## src/rtl/gpio_grp_irq_pkg.sv

```systemverilog
// Shared constants and types for the grouped GPIO interrupt controller.
// Assumes eight slots, 3-bit trigger codes and 4-bit route codes.
package gpio_grp_irq_pkg;

    localparam int TRIG_W = 3;
    localparam int SEL_W  = 4;
    localparam int SUB_W  = 2;

    localparam int ADR_TRIG  = 120;
    localparam int ADR_ROUTE = 124;
    localparam int ADR_EN    = 128;
    localparam int ADR_CLR   = 132;
    localparam int ADR_MSTAT = 140;

    typedef enum logic [TRIG_W-1:0] {
        TRIG_OFF    = 3'd0,
        TRIG_HIGH   = 3'd1,
        TRIG_LOW    = 3'd2,
        TRIG_ALWAYS = 3'd3,
        TRIG_SPARE  = 3'd4,
        TRIG_RISE   = 3'd5,
        TRIG_FALL   = 3'd6,
        TRIG_BOTH   = 3'd7
    } trig_e;

endpackage

```

## src/rtl/gpio_grp_regs.sv

```systemverilog
// Register window: trigger codes, route codes and enable mask, plus
// a clear-strobe decode and a masked status read.
// Assumes a requester that holds bus_valid until bus_ready is seen.
module gpio_grp_regs
    import gpio_grp_irq_pkg::*;
#(
    parameter int ADDR_W = 8,
    parameter int DATA_W = 32,
    parameter int NGRP   = 8
) (
    input  logic                     clk,
    input  logic                     rst_n,
    input  logic                     bus_valid,
    input  logic                     bus_write,
    input  logic [ADDR_W-1:0]        bus_addr,
    input  logic [DATA_W-1:0]        bus_wdata,
    output logic                     bus_ready,
    output logic [DATA_W-1:0]        bus_rdata,
    output logic [NGRP*TRIG_W-1:0]   trig_o,
    output logic [NGRP*SEL_W-1:0]    route_o,
    output logic [NGRP-1:0]          en_o,
    output logic [NGRP-1:0]          clr_o,
    input  logic [NGRP-1:0]          mstat_i
);

    localparam int TRIG_BITS  = NGRP * TRIG_W;
    localparam int ROUTE_BITS = NGRP * SEL_W;

    logic                  ready_q;
    logic [DATA_W-1:0]     rdata_q;
    logic [TRIG_BITS-1:0]  trig_q;
    logic [ROUTE_BITS-1:0] route_q;
    logic [NGRP-1:0]       en_q;
    logic                  accept, wr_acc, rd_acc;
    logic                  hit_trig, hit_route, hit_en, hit_clr, hit_mstat;
    logic [DATA_W-1:0]     rmux;

    // Handshake and address decode.
    always_comb begin
        accept    = bus_valid && !ready_q;
        wr_acc    = accept && bus_write;
        rd_acc    = accept && !bus_write;
        hit_trig  = (bus_addr == ADDR_W'(ADR_TRIG));
        hit_route = (bus_addr == ADDR_W'(ADR_ROUTE));
        hit_en    = (bus_addr == ADDR_W'(ADR_EN));
        hit_clr   = (bus_addr == ADDR_W'(ADR_CLR));
        hit_mstat = (bus_addr == ADDR_W'(ADR_MSTAT));
    end

    // Acknowledge pulse one cycle after each accepted request.
    always_ff @(posedge clk) begin
        if (!rst_n) ready_q <= 1'b0;
        else        ready_q <= accept;
    end

    // Trigger code register.
    always_ff @(posedge clk) begin
        if (!rst_n)                  trig_q <= '0;
        else if (wr_acc && hit_trig) trig_q <= bus_wdata[TRIG_BITS-1:0];
    end

    // Route code register.
    always_ff @(posedge clk) begin
        if (!rst_n)                   route_q <= '0;
        else if (wr_acc && hit_route) route_q <= bus_wdata[ROUTE_BITS-1:0];
    end

    // Enable mask register.
    always_ff @(posedge clk) begin
        if (!rst_n)                en_q <= '0;
        else if (wr_acc && hit_en) en_q <= bus_wdata[NGRP-1:0];
    end

    // Clear strobe, valid only on the accepting edge.
    always_comb begin
        clr_o = (wr_acc && hit_clr) ? bus_wdata[NGRP-1:0] : '0;
    end

    // Read data select; unmapped and write-only addresses give zero.
    always_comb begin
        rmux = '0;
        if (hit_trig)       rmux[TRIG_BITS-1:0]  = trig_q;
        else if (hit_route) rmux[ROUTE_BITS-1:0] = route_q;
        else if (hit_en)    rmux[NGRP-1:0]       = en_q;
        else if (hit_mstat) rmux[NGRP-1:0]       = mstat_i;
    end

    // Read data capture at the accepting edge.
    always_ff @(posedge clk) begin
        if (!rst_n)      rdata_q <= '0;
        else if (accept) rdata_q <= rd_acc ? rmux : '0;
    end

    assign bus_ready = ready_q;
    assign bus_rdata = rdata_q;
    assign trig_o    = trig_q;
    assign route_o   = route_q;
    assign en_o      = en_q;


    reset_clear_chk: assert property (@(posedge clk)
        !rst_n |=> (trig_q == '0 && route_q == '0 && en_q == '0));


    ready_pulse_chk: assert property (@(posedge clk) disable iff (!rst_n)
        bus_ready |=> !bus_ready);


    en_hold_chk: assert property (@(posedge clk) disable iff (!rst_n)
        !(wr_acc && hit_en) |=> $stable(en_q));

endmodule

```

## src/rtl/gpio_grp_route.sv

```systemverilog
// Per-slot source multiplexer. Slot g may take pin (S*NGRP + g) of any
// port; the route code gives the port in its upper bits and S in its
// lower SUB_W bits. Codes naming a missing pin give a constant 0.
module gpio_grp_route
    import gpio_grp_irq_pkg::*;
#(
    parameter int NPORT  = 4,
    parameter int PORT_W = 32,
    parameter int NGRP   = 8
) (
    input  logic [NPORT*PORT_W-1:0] pins_i,
    input  logic [NGRP*SEL_W-1:0]   route_i,
    output logic [NGRP-1:0]         src_o
);

    localparam int NCAND = 1 << SEL_W;
    localparam int NSUB  = 1 << SUB_W;

    for (genvar g = 0; g < NGRP; g++) begin : g_slot
        logic [NCAND-1:0] cand;
        logic [SEL_W-1:0] code;

        for (genvar k = 0; k < NCAND; k++) begin : g_cand
            localparam int P = k / NSUB;
            localparam int S = k % NSUB;
            if (P < NPORT && (S * NGRP + g) < PORT_W) begin : g_real
                assign cand[k] = pins_i[P*PORT_W + S*NGRP + g];
            end else begin : g_none
                assign cand[k] = 1'b0;
            end
        end

        // Pick the candidate named by this slot's route code.
        always_comb begin
            code     = route_i[g*SEL_W +: SEL_W];
            src_o[g] = cand[code];
        end
    end

endmodule

```

## src/rtl/gpio_grp_sync.sv

```systemverilog
// Two-flop synchronizer for the routed slot sources, plus one more
// stage holding the previous synchronized value for edge detection.
// Assumes sources are asynchronous to clk.
module gpio_grp_sync #(
    parameter int WIDTH = 8
) (
    input  logic             clk,
    input  logic             rst_n,
    input  logic [WIDTH-1:0] raw_i,
    output logic [WIDTH-1:0] cur_o,
    output logic [WIDTH-1:0] prev_o
);

    logic [WIDTH-1:0] meta_q, cur_q, prev_q;

    // Synchronizing chain and history stage.
    always_ff @(posedge clk) begin
        if (!rst_n) begin
            meta_q <= '0;
            cur_q  <= '0;
            prev_q <= '0;
        end else begin
            meta_q <= raw_i;
            cur_q  <= meta_q;
            prev_q <= cur_q;
        end
    end

    assign cur_o  = cur_q;
    assign prev_o = prev_q;

endmodule

```

## src/rtl/gpio_grp_slot.sv

```systemverilog
// One interrupt slot: decodes the trigger code against the synchronized
// source and its previous value, and holds a sticky status bit.
// A set condition wins over a clear strobe in the same cycle.
module gpio_grp_slot
    import gpio_grp_irq_pkg::*;
(
    input  logic              clk,
    input  logic              rst_n,
    input  logic              cur_i,
    input  logic              prev_i,
    input  logic [TRIG_W-1:0] trig_i,
    input  logic              clr_i,
    output logic              stat_o
);

    logic  stat_q, fire;
    trig_e mode;

    // Trigger condition for this cycle.
    always_comb begin
        mode = trig_e'(trig_i);
        case (mode)
            TRIG_HIGH:   fire = cur_i;
            TRIG_LOW:    fire = !cur_i;
            TRIG_ALWAYS: fire = 1'b1;
            TRIG_RISE:   fire = cur_i && !prev_i;
            TRIG_FALL:   fire = !cur_i && prev_i;
            TRIG_BOTH:   fire = cur_i ^ prev_i;
            default:     fire = 1'b0;
        endcase
    end

    // Sticky status: set wins, otherwise clear, otherwise hold.
    always_ff @(posedge clk) begin
        if (!rst_n)     stat_q <= 1'b0;
        else if (fire)  stat_q <= 1'b1;
        else if (clr_i) stat_q <= 1'b0;
    end

    assign stat_o = stat_q;


    rise_latch_chk: assert property (@(posedge clk) disable iff (!rst_n)
        (trig_i == TRIG_RISE && cur_i && !prev_i) |=> stat_q);


    inert_code_chk: assert property (@(posedge clk) disable iff (!rst_n)
        ((trig_i == TRIG_OFF || trig_i == TRIG_SPARE) && !stat_q) |=> !stat_q);


    level_beats_clear_chk: assert property (@(posedge clk) disable iff (!rst_n)
        (clr_i && trig_i == TRIG_HIGH && cur_i) |=> stat_q);


    clear_idle_chk: assert property (@(posedge clk) disable iff (!rst_n)
        (clr_i && (trig_i == TRIG_OFF || trig_i == TRIG_SPARE)) |=> !stat_q);

endmodule

```

## src/rtl/gpio_grp_irq.sv

```systemverilog
// Top of the grouped GPIO interrupt controller: register window,
// per-slot routing, synchronizer and slot detectors, combined output.
// Assumes NGRP*SEL_W and NGRP*TRIG_W fit in DATA_W.
module gpio_grp_irq
    import gpio_grp_irq_pkg::*;
#(
    parameter int NPORT  = 4,
    parameter int PORT_W = 32,
    parameter int NGRP   = 8,
    parameter int ADDR_W = 8,
    parameter int DATA_W = 32
) (
    input  logic                    clk,
    input  logic                    rst_n,
    input  logic                    bus_valid,
    input  logic                    bus_write,
    input  logic [ADDR_W-1:0]       bus_addr,
    input  logic [DATA_W-1:0]       bus_wdata,
    output logic                    bus_ready,
    output logic [DATA_W-1:0]       bus_rdata,
    input  logic [NPORT*PORT_W-1:0] pins_in,
    output logic                    irq_out
);

    logic [NGRP*TRIG_W-1:0] trig;
    logic [NGRP*SEL_W-1:0]  route;
    logic [NGRP-1:0]        en, clr, src, cur, prev, stat, mstat;

    gpio_grp_regs #(
        .ADDR_W(ADDR_W), .DATA_W(DATA_W), .NGRP(NGRP)
    ) u_regs (
        .clk(clk), .rst_n(rst_n),
        .bus_valid(bus_valid), .bus_write(bus_write),
        .bus_addr(bus_addr), .bus_wdata(bus_wdata),
        .bus_ready(bus_ready), .bus_rdata(bus_rdata),
        .trig_o(trig), .route_o(route), .en_o(en), .clr_o(clr),
        .mstat_i(mstat)
    );

    gpio_grp_route #(
        .NPORT(NPORT), .PORT_W(PORT_W), .NGRP(NGRP)
    ) u_route (
        .pins_i(pins_in), .route_i(route), .src_o(src)
    );

    gpio_grp_sync #(
        .WIDTH(NGRP)
    ) u_sync (
        .clk(clk), .rst_n(rst_n), .raw_i(src), .cur_o(cur), .prev_o(prev)
    );

    for (genvar g = 0; g < NGRP; g++) begin : g_slot
        gpio_grp_slot u_slot (
            .clk(clk), .rst_n(rst_n),
            .cur_i(cur[g]), .prev_i(prev[g]),
            .trig_i(trig[g*TRIG_W +: TRIG_W]),
            .clr_i(clr[g]),
            .stat_o(stat[g])
        );
    end

    // Masked status and the combined request.
    always_comb begin
        mstat   = stat & en;
        irq_out = |mstat;
    end


    irq_needs_enable_chk: assert property (@(posedge clk) disable iff (!rst_n)
        irq_out |-> (en != '0));

endmodule

```

## config.mk

```make
export PLATFORM = sky130hd
export DESIGN_NAME = gpio_grp_irq
export DESIGN_NICKNAME = d
export VERILOG_FILES = /design/src/rtl/gpio_grp_irq_pkg.sv /design/src/rtl/gpio_grp_regs.sv /design/src/rtl/gpio_grp_route.sv /design/src/rtl/gpio_grp_sync.sv /design/src/rtl/gpio_grp_slot.sv /design/src/rtl/gpio_grp_irq.sv
export SDC_FILE = /design/constraint.sdc
export NUM_CORES = 1
export LEC_CHECK = 0
export CAP_MARGIN = 5
export CORE_ASPECT_RATIO = 0.75
export CORE_MARGIN = 2
export CORE_UTILIZATION = 50
export DETAILED_ROUTE_END_ITERATION = 10
export PLACE_DENSITY = 0.85
export SKIP_CTS_REPAIR_TIMING = 1
export SYNTH_ARGS = -nofsm -noshare
export SYNTH_HDL_FRONTEND = slang
export SYNTH_SLANG_ARGS = --single-unit
```

## constraint.sdc

```tcl
create_clock -name clk -period 3.05 [get_ports clk]
set_input_delay 0.61 -clock clk [delete_from_list [all_inputs] [get_ports clk]]
set_output_delay 0.61 -clock clk [all_outputs]
set_load 0.005 [all_outputs]
```

After elaboration in Yosys (flattened, before gate mapping)
Index checks and enable logic that the tools add are counted.
{"block": "totals", "rom_bits": 0, "memories": 0, "elab_cells": 184, "latch_bits": 0, "inputBits": 172, "register_bits": 129, "ram_bits": 0}
{"block": "op_classes", "muxes": 48, "eq_ne": 53, "shifts": 0, "n_div": 0, "bitwise_logic": 9, "order_cmp": 8, "n_mul": 0, "n_reduce_logical": 50, "addsub": 0}
{"cell": "$eq 3x3->1 const B", "n": 24}
{"cell": "$eq 3x2->1 const B", "n": 16}
{"cell": "$mux 24", "n": 2}
{"cell": "$pmux 1 s6", "n": 8}
{"cell": "$lt 4x5->1 const B", "n": 8}
{"cell": "$mux 8", "n": 5}
{"cell": "$bmux 1 s4", "n": 8}
{"cell": "$mux 32", "n": 1}
{"cell": "$eq 3x1->1 const B", "n": 8}
{"cell": "$eq 8x8->1 const B", "n": 3}
{"cell": "$mux 1", "n": 24}
{"cell": "$logic_and 1x1->1", "n": 23}
{"cell": "$logic_not 1->1", "n": 18}
{"cell": "$eq 8x7->1 const B", "n": 2}
{"cell": "$reduce_bool 2->1", "n": 8}
{"cell": "$and 8x8->8", "n": 1}
{"cell": "$reduce_or 8->1", "n": 1}
{"cell": "$xor 1x1->1", "n": 8}

Longest topological paths before layout
{"block": "logic_depth", "word_depth": 7, "ltp_mapped": 7}

By module
Synthesis repeated with hierarchy kept, for this count alone.
{"block": "hier_totals", "cells_unflattened": 680, "hier_area_um2": 6618.8}
{"mod": "gpio_grp_regs", "area_each_um2": 3887.5, "n_inst": 1, "cells_per_inst": 451, "seq_area_each_um2": 1941.9}
{"mod": "gpio_grp_route", "area_each_um2": 1081.0, "n_inst": 1, "cells_per_inst": 56, "seq_area_each_um2": 0.0}
{"mod": "gpio_grp_slot", "area_each_um2": 112.6, "n_inst": 8, "cells_per_inst": 14, "seq_area_each_um2": 20.0}
{"mod": "gpio_grp_sync", "area_each_um2": 675.6, "n_inst": 1, "cells_per_inst": 50, "seq_area_each_um2": 480.5}
{"mod": "gpio_grp_irq", "area_each_um2": 73.8, "n_inst": 1, "cells_per_inst": 11, "seq_area_each_um2": 0.0}

Worst setup path before layout
OpenSTA, ideal clock, no wires.
{"block": "synth_path", "kind": "input -> register", "startpoint": "input port bus_addr[7]", "endpoint": "register u_regs.rdata_q[16], in the netlist u_regs.bus_rdata[16]", "path_slack_ns": 1.271, "setup_ns": 0.065, "t_arrival_ns": 1.714, "required_time_ns": 2.985, "cell_stages": 6, "cell_sequence": "nand4b_1 > or3_1 > clkbuf_1 > buf_2 > a2bb2oi_1 > nor2_1"}
{"block": "synth_between", "elab_chain_len": 4, "elab_cells_between_ends": 5, "cone_classes": "eq/ne (2); mux (3)"}
{"element": "from (decl)", "line": "gpio_grp_irq.sv:17", "source": "input logic [ADDR_W-1:0] bus_addr,"}
{"element": "$eq 8x7->1", "line": "gpio_grp_regs.sv:44", "source": "hit_route = (bus_addr == ADDR_W'(ADR_ROUTE));"}
{"element": "$mux 24", "line": "gpio_grp_regs.sv:83", "source": "else if (hit_route) rmux[ROUTE_BITS-1:0] = route_q;"}
{"element": "$mux 24 (*)", "line": "gpio_grp_regs.sv:82", "source": "if (hit_trig) rmux[TRIG_BITS-1:0] = trig_q;"}
{"element": "$mux 32 (*)", "line": "gpio_grp_regs.sv:91", "source": "else if (accept) rdata_q <= rd_acc ? rmux : '0;"}
{"element": "to (signal assigned)", "line": "gpio_grp_regs.sv:91"}
{"element": "to (decl)", "line": "gpio_grp_regs.sv:30", "source": "logic [DATA_W-1:0] rdata_q;"}
Every way passes the cells marked *; elsewhere a longest branch is shown, timed or not.
A chain may end at the register's enable or synchronous reset.

Worst setup path in the final report
{"block": "layout_path", "startpoint": "register g_slot[7].u_slot.stat_q", "endpoint": "output port irq_out"}
{"block": "layout_between", "elab_chain_len": 2}
{"element": "from (decl)", "line": "gpio_grp_slot.sv:16", "source": "logic stat_q, fire;"}
{"element": "from (signal assigned)", "line": "gpio_grp_slot.sv:35", "source": "if (!rst_n) stat_q <= 1'b0;"}
{"element": "from (signal assigned)", "line": "gpio_grp_slot.sv:36", "source": "else if (fire) stat_q <= 1'b1;"}
{"element": "from (signal assigned)", "line": "gpio_grp_slot.sv:37", "source": "else if (clr_i) stat_q <= 1'b0;"}
{"element": "$and 8x8->8", "line": "gpio_grp_irq.sv:64", "source": "mstat = stat & en;"}
{"element": "$reduce_or 8->1", "line": "gpio_grp_irq.sv:65", "source": "irq_out = |mstat;"}
{"element": "to (decl)", "line": "gpio_grp_irq.sv:22", "source": "output logic irq_out"}
No other way between the ends.

==> results.yml <==
power_and_ir_drop:
  p_comb_frac: 0.094
  seqPwrFrac: 0.398
  ir_worst_vdd_mv: 0.434
  p_per_area_nw_per_um2: 458
  p_switching_uw: 884
  p_leak_uw: 0.00339
  swShare: 0.206
  p_int_uw: 3410
  clockPowerShare: 0.508
yosys:
  synth_nets: 944
  synthesis.area_um2: 6560
  synth-edff-count: 0
  synthArstFlopShare: 0
  ys_top_cells_by_area: "dfxtp_1 39%, nand2_1 8.0%, mux4_2 5.5%, a21oi_1 5.2%, mux2i_1 3.5%"
  synth_top_area_cell: "dfxtp_1"
  synthCells: 756
  ys.flop_type: "dfxtp_1"
  yosysWarnings: 0
  synth_top_area_frac: 0.394
  yosysMostFrequentCell: "nand2_1"
  synthTopCellsByCount: "139 x nand2_1, 129 x dfxtp_1, 68 x a21oi_1"
  ys_seq_area_frac: 0.394
  synth_seq_cells: 129
  synth_area_per_cell_um2: 8.68
  ys_types: 49
cells_and_area:
  multi_input_area_um2: 3620
  design_area_um2: 9370
  fin_nets: 1134
  insertedDiodeCount: 0
  drive_gt1_frac: 0.0898
  area_delta_synth_final_pct: 42.8
  fill_cells: 992
  seq_area_um2: 2580
die:
  fp.dieH_um: 103
  dieArea_um2: 14100
  start_util: 0.509
  num_rows: 36
  io_pins: 206
  core_um2: 12900
  die_w_um: 136
job:
  max-cap-violations: 0
clock_tree:
  insertion_delay_ps: 410
  clk_pin_slew_ps: 50
  cts-root-buf: "clkbuf_16"
  numCtsBuffers: 17
  htree_levels: 4
  cts_max_path_buffers: 2
  cts_tree: "done"
  clock-sinks: 129
timing:
  hold_viol: 0
  relSlewSlack: 0.508
  tightest_slew_ps: 738
  drv_slew: 0
  period_share: 0.732
  setup_viol: 0
  max_freq_mhz: 448
  skew_ps: 8.71
  post-route-min-period_ps: 2230
  setup_total_negative_slack_ps: 0
  rsz0062_at_grt: "no"
route:
  drt_wl_total_mm: 19.5
  viasPerCell: 5.70
  post_drt_wl_per_cell_um: 17.3
  first_iter_violations: 446
  remaining_drc_errors: 0
  route.antenna.remaining_nets: 0
  vias: 6432
  first_pass_iters: 5
global_route:
  grt_pass1_wl_mm: 30.3
  grt_max_degree: 47
  track_usage: 0.277
  antenna_found_initial: 0
  grt_pass1_vias: 6057
  grt_overflow: 0
setup_path:
  critPathMaxFanout: 4
  crit_arrival_ps: 1620
  crit_required_ps: 2440
  startpoint_type: "flip-flop"
  cp-end-kind: "output port"
  critical_path_class: "flip-flop to output port"
hold_path:
  min_path_type: "flip-flop to flip-flop"
place:
  dpl_cell_area_um2: 8730
  portBuffers: 205
  finalWeightedCongestion: 0.938
  hpwl_mm: 14.0
status:
  outcome: "finished clean"
[cell type report]
| type | count | share of cell area |
|---|---|---|
| flip-flops and latches | 129 | 0.276 |
| clock buffers | 22 | 0.0517 |
| inverters | 31 | 0.0126 |
| repair buffers | 223 | 0.235 |
| clock inverters | 9 | 0.0164 |
| well taps | 171 | 0.0228 |
| multi-input cells | 544 | 0.386 |
[flip-flops by register name (all words and copies together), names as in the netlist]
| name | flops |
|---|---|
| u_regs.bus_rdata | 32 |
| u_regs.route_o | 32 |
| u_regs.trig_o | 24 |
| g_slot.u_slot.stat_o | 8 |
| u_regs.en_o | 8 |
| u_sync.cur_o | 8 |
| u_sync.meta_q | 8 |
| u_sync.prev_o | 8 |
| u_regs.bus_ready | 1 |
[kinds of logic (layout without fill, tap and decap cells)]
group	Yosys count	in the layout	synth area share
AND/OR/NAND/NOR	269	269	0.196
AO/OA/AOI/OAI	208	208	0.214
flip-flops	129	129	0.394
buffers and inverters	83	285	0.0553
multiplexers	51	51	0.111
adder cells (fa/ha/maj)	16	16	0.0305
[cells in the final DEF, fill, tap and decap left out, types with 8 or more instances in the layout]
cell	Yosys	layout
a21o_1	15	15
a21oi_1	68	68
a22oi_1	28	28
a2bb2oi_1	16	16
a32oi_1	8	8
and2_1	11	11
buf_4	4	17
clkbuf_16	0	17
clkdlybuf4s50_1	0	205
dfxtp_1	129	129
ha_1	16	16
inv_1	31	30
mux2_2	12	12
mux2i_1	23	23
mux4_2	16	16
nand2_1	139	139
nand2b_1	17	17
nand3b_1	13	13
nor2_1	48	48
o21ai_0	9	9
o21ai_1	8	8
o22ai_1	15	15
[per-stage QoR]
step | std cells | setup slack [ps] | power [uW] | hold slack, ps | utilization
4_1_cts | 1129 | 821 | 4300 | 433 | 0.727
3_5_place_dp | 1098 | 502 | 2150 | 420 | 0.678
2_1_floorplan | 756 | 1270 | 1870 | 412 | -
6_report | 1129 | 818 | 4290 | 431 | 0.727
5_1_grt | 1129 | 734 | 4420 | 450 | 0.727
3_3_place_gp | 1098 | 518 | 2140 | 416 | 0.678
[power groups by stage]
stage          Combinational [uW]  Sequential (uW)  Clock, uW
3_5_place_dp                  402             1740          0
2_1_floorplan                 125             1740          0
6_report                      405             1710       2180
4_1_cts                       405             1710       2190
3_3_place_gp                  397             1740          0
5_1_grt                       434             1710       2280
[critical path, stage by stage, from the launching register on]
cell and delay, ps:
dfxtp_1 350, a22oi_1 220, nand4_1 160, clkdlybuf4s50_1 480
[per-layer routing]
layer  up-vias  GRT usage  share of wire
met5         -          0              0
met4         0     0.0737          0.012
met3        18     0.0770           0.10
met2       320      0.462           0.46
met1      3009      0.359           0.43
li1       3085          -              -
[final timing paths]
path	from	end	slack (ps)	cells past startpoint
max	g_slot[7].u_slot.stat_o	irq_out	820	3
min	u_sync.meta_q[7]	u_sync.cur_o[7]	430	1
max reg2reg	u_regs.route_o[13]	u_sync.meta_q[3]	1340	4
min reg2reg	u_sync.meta_q[7]	u_sync.cur_o[7]	430	1
Power figures use the tool's default switching activity.
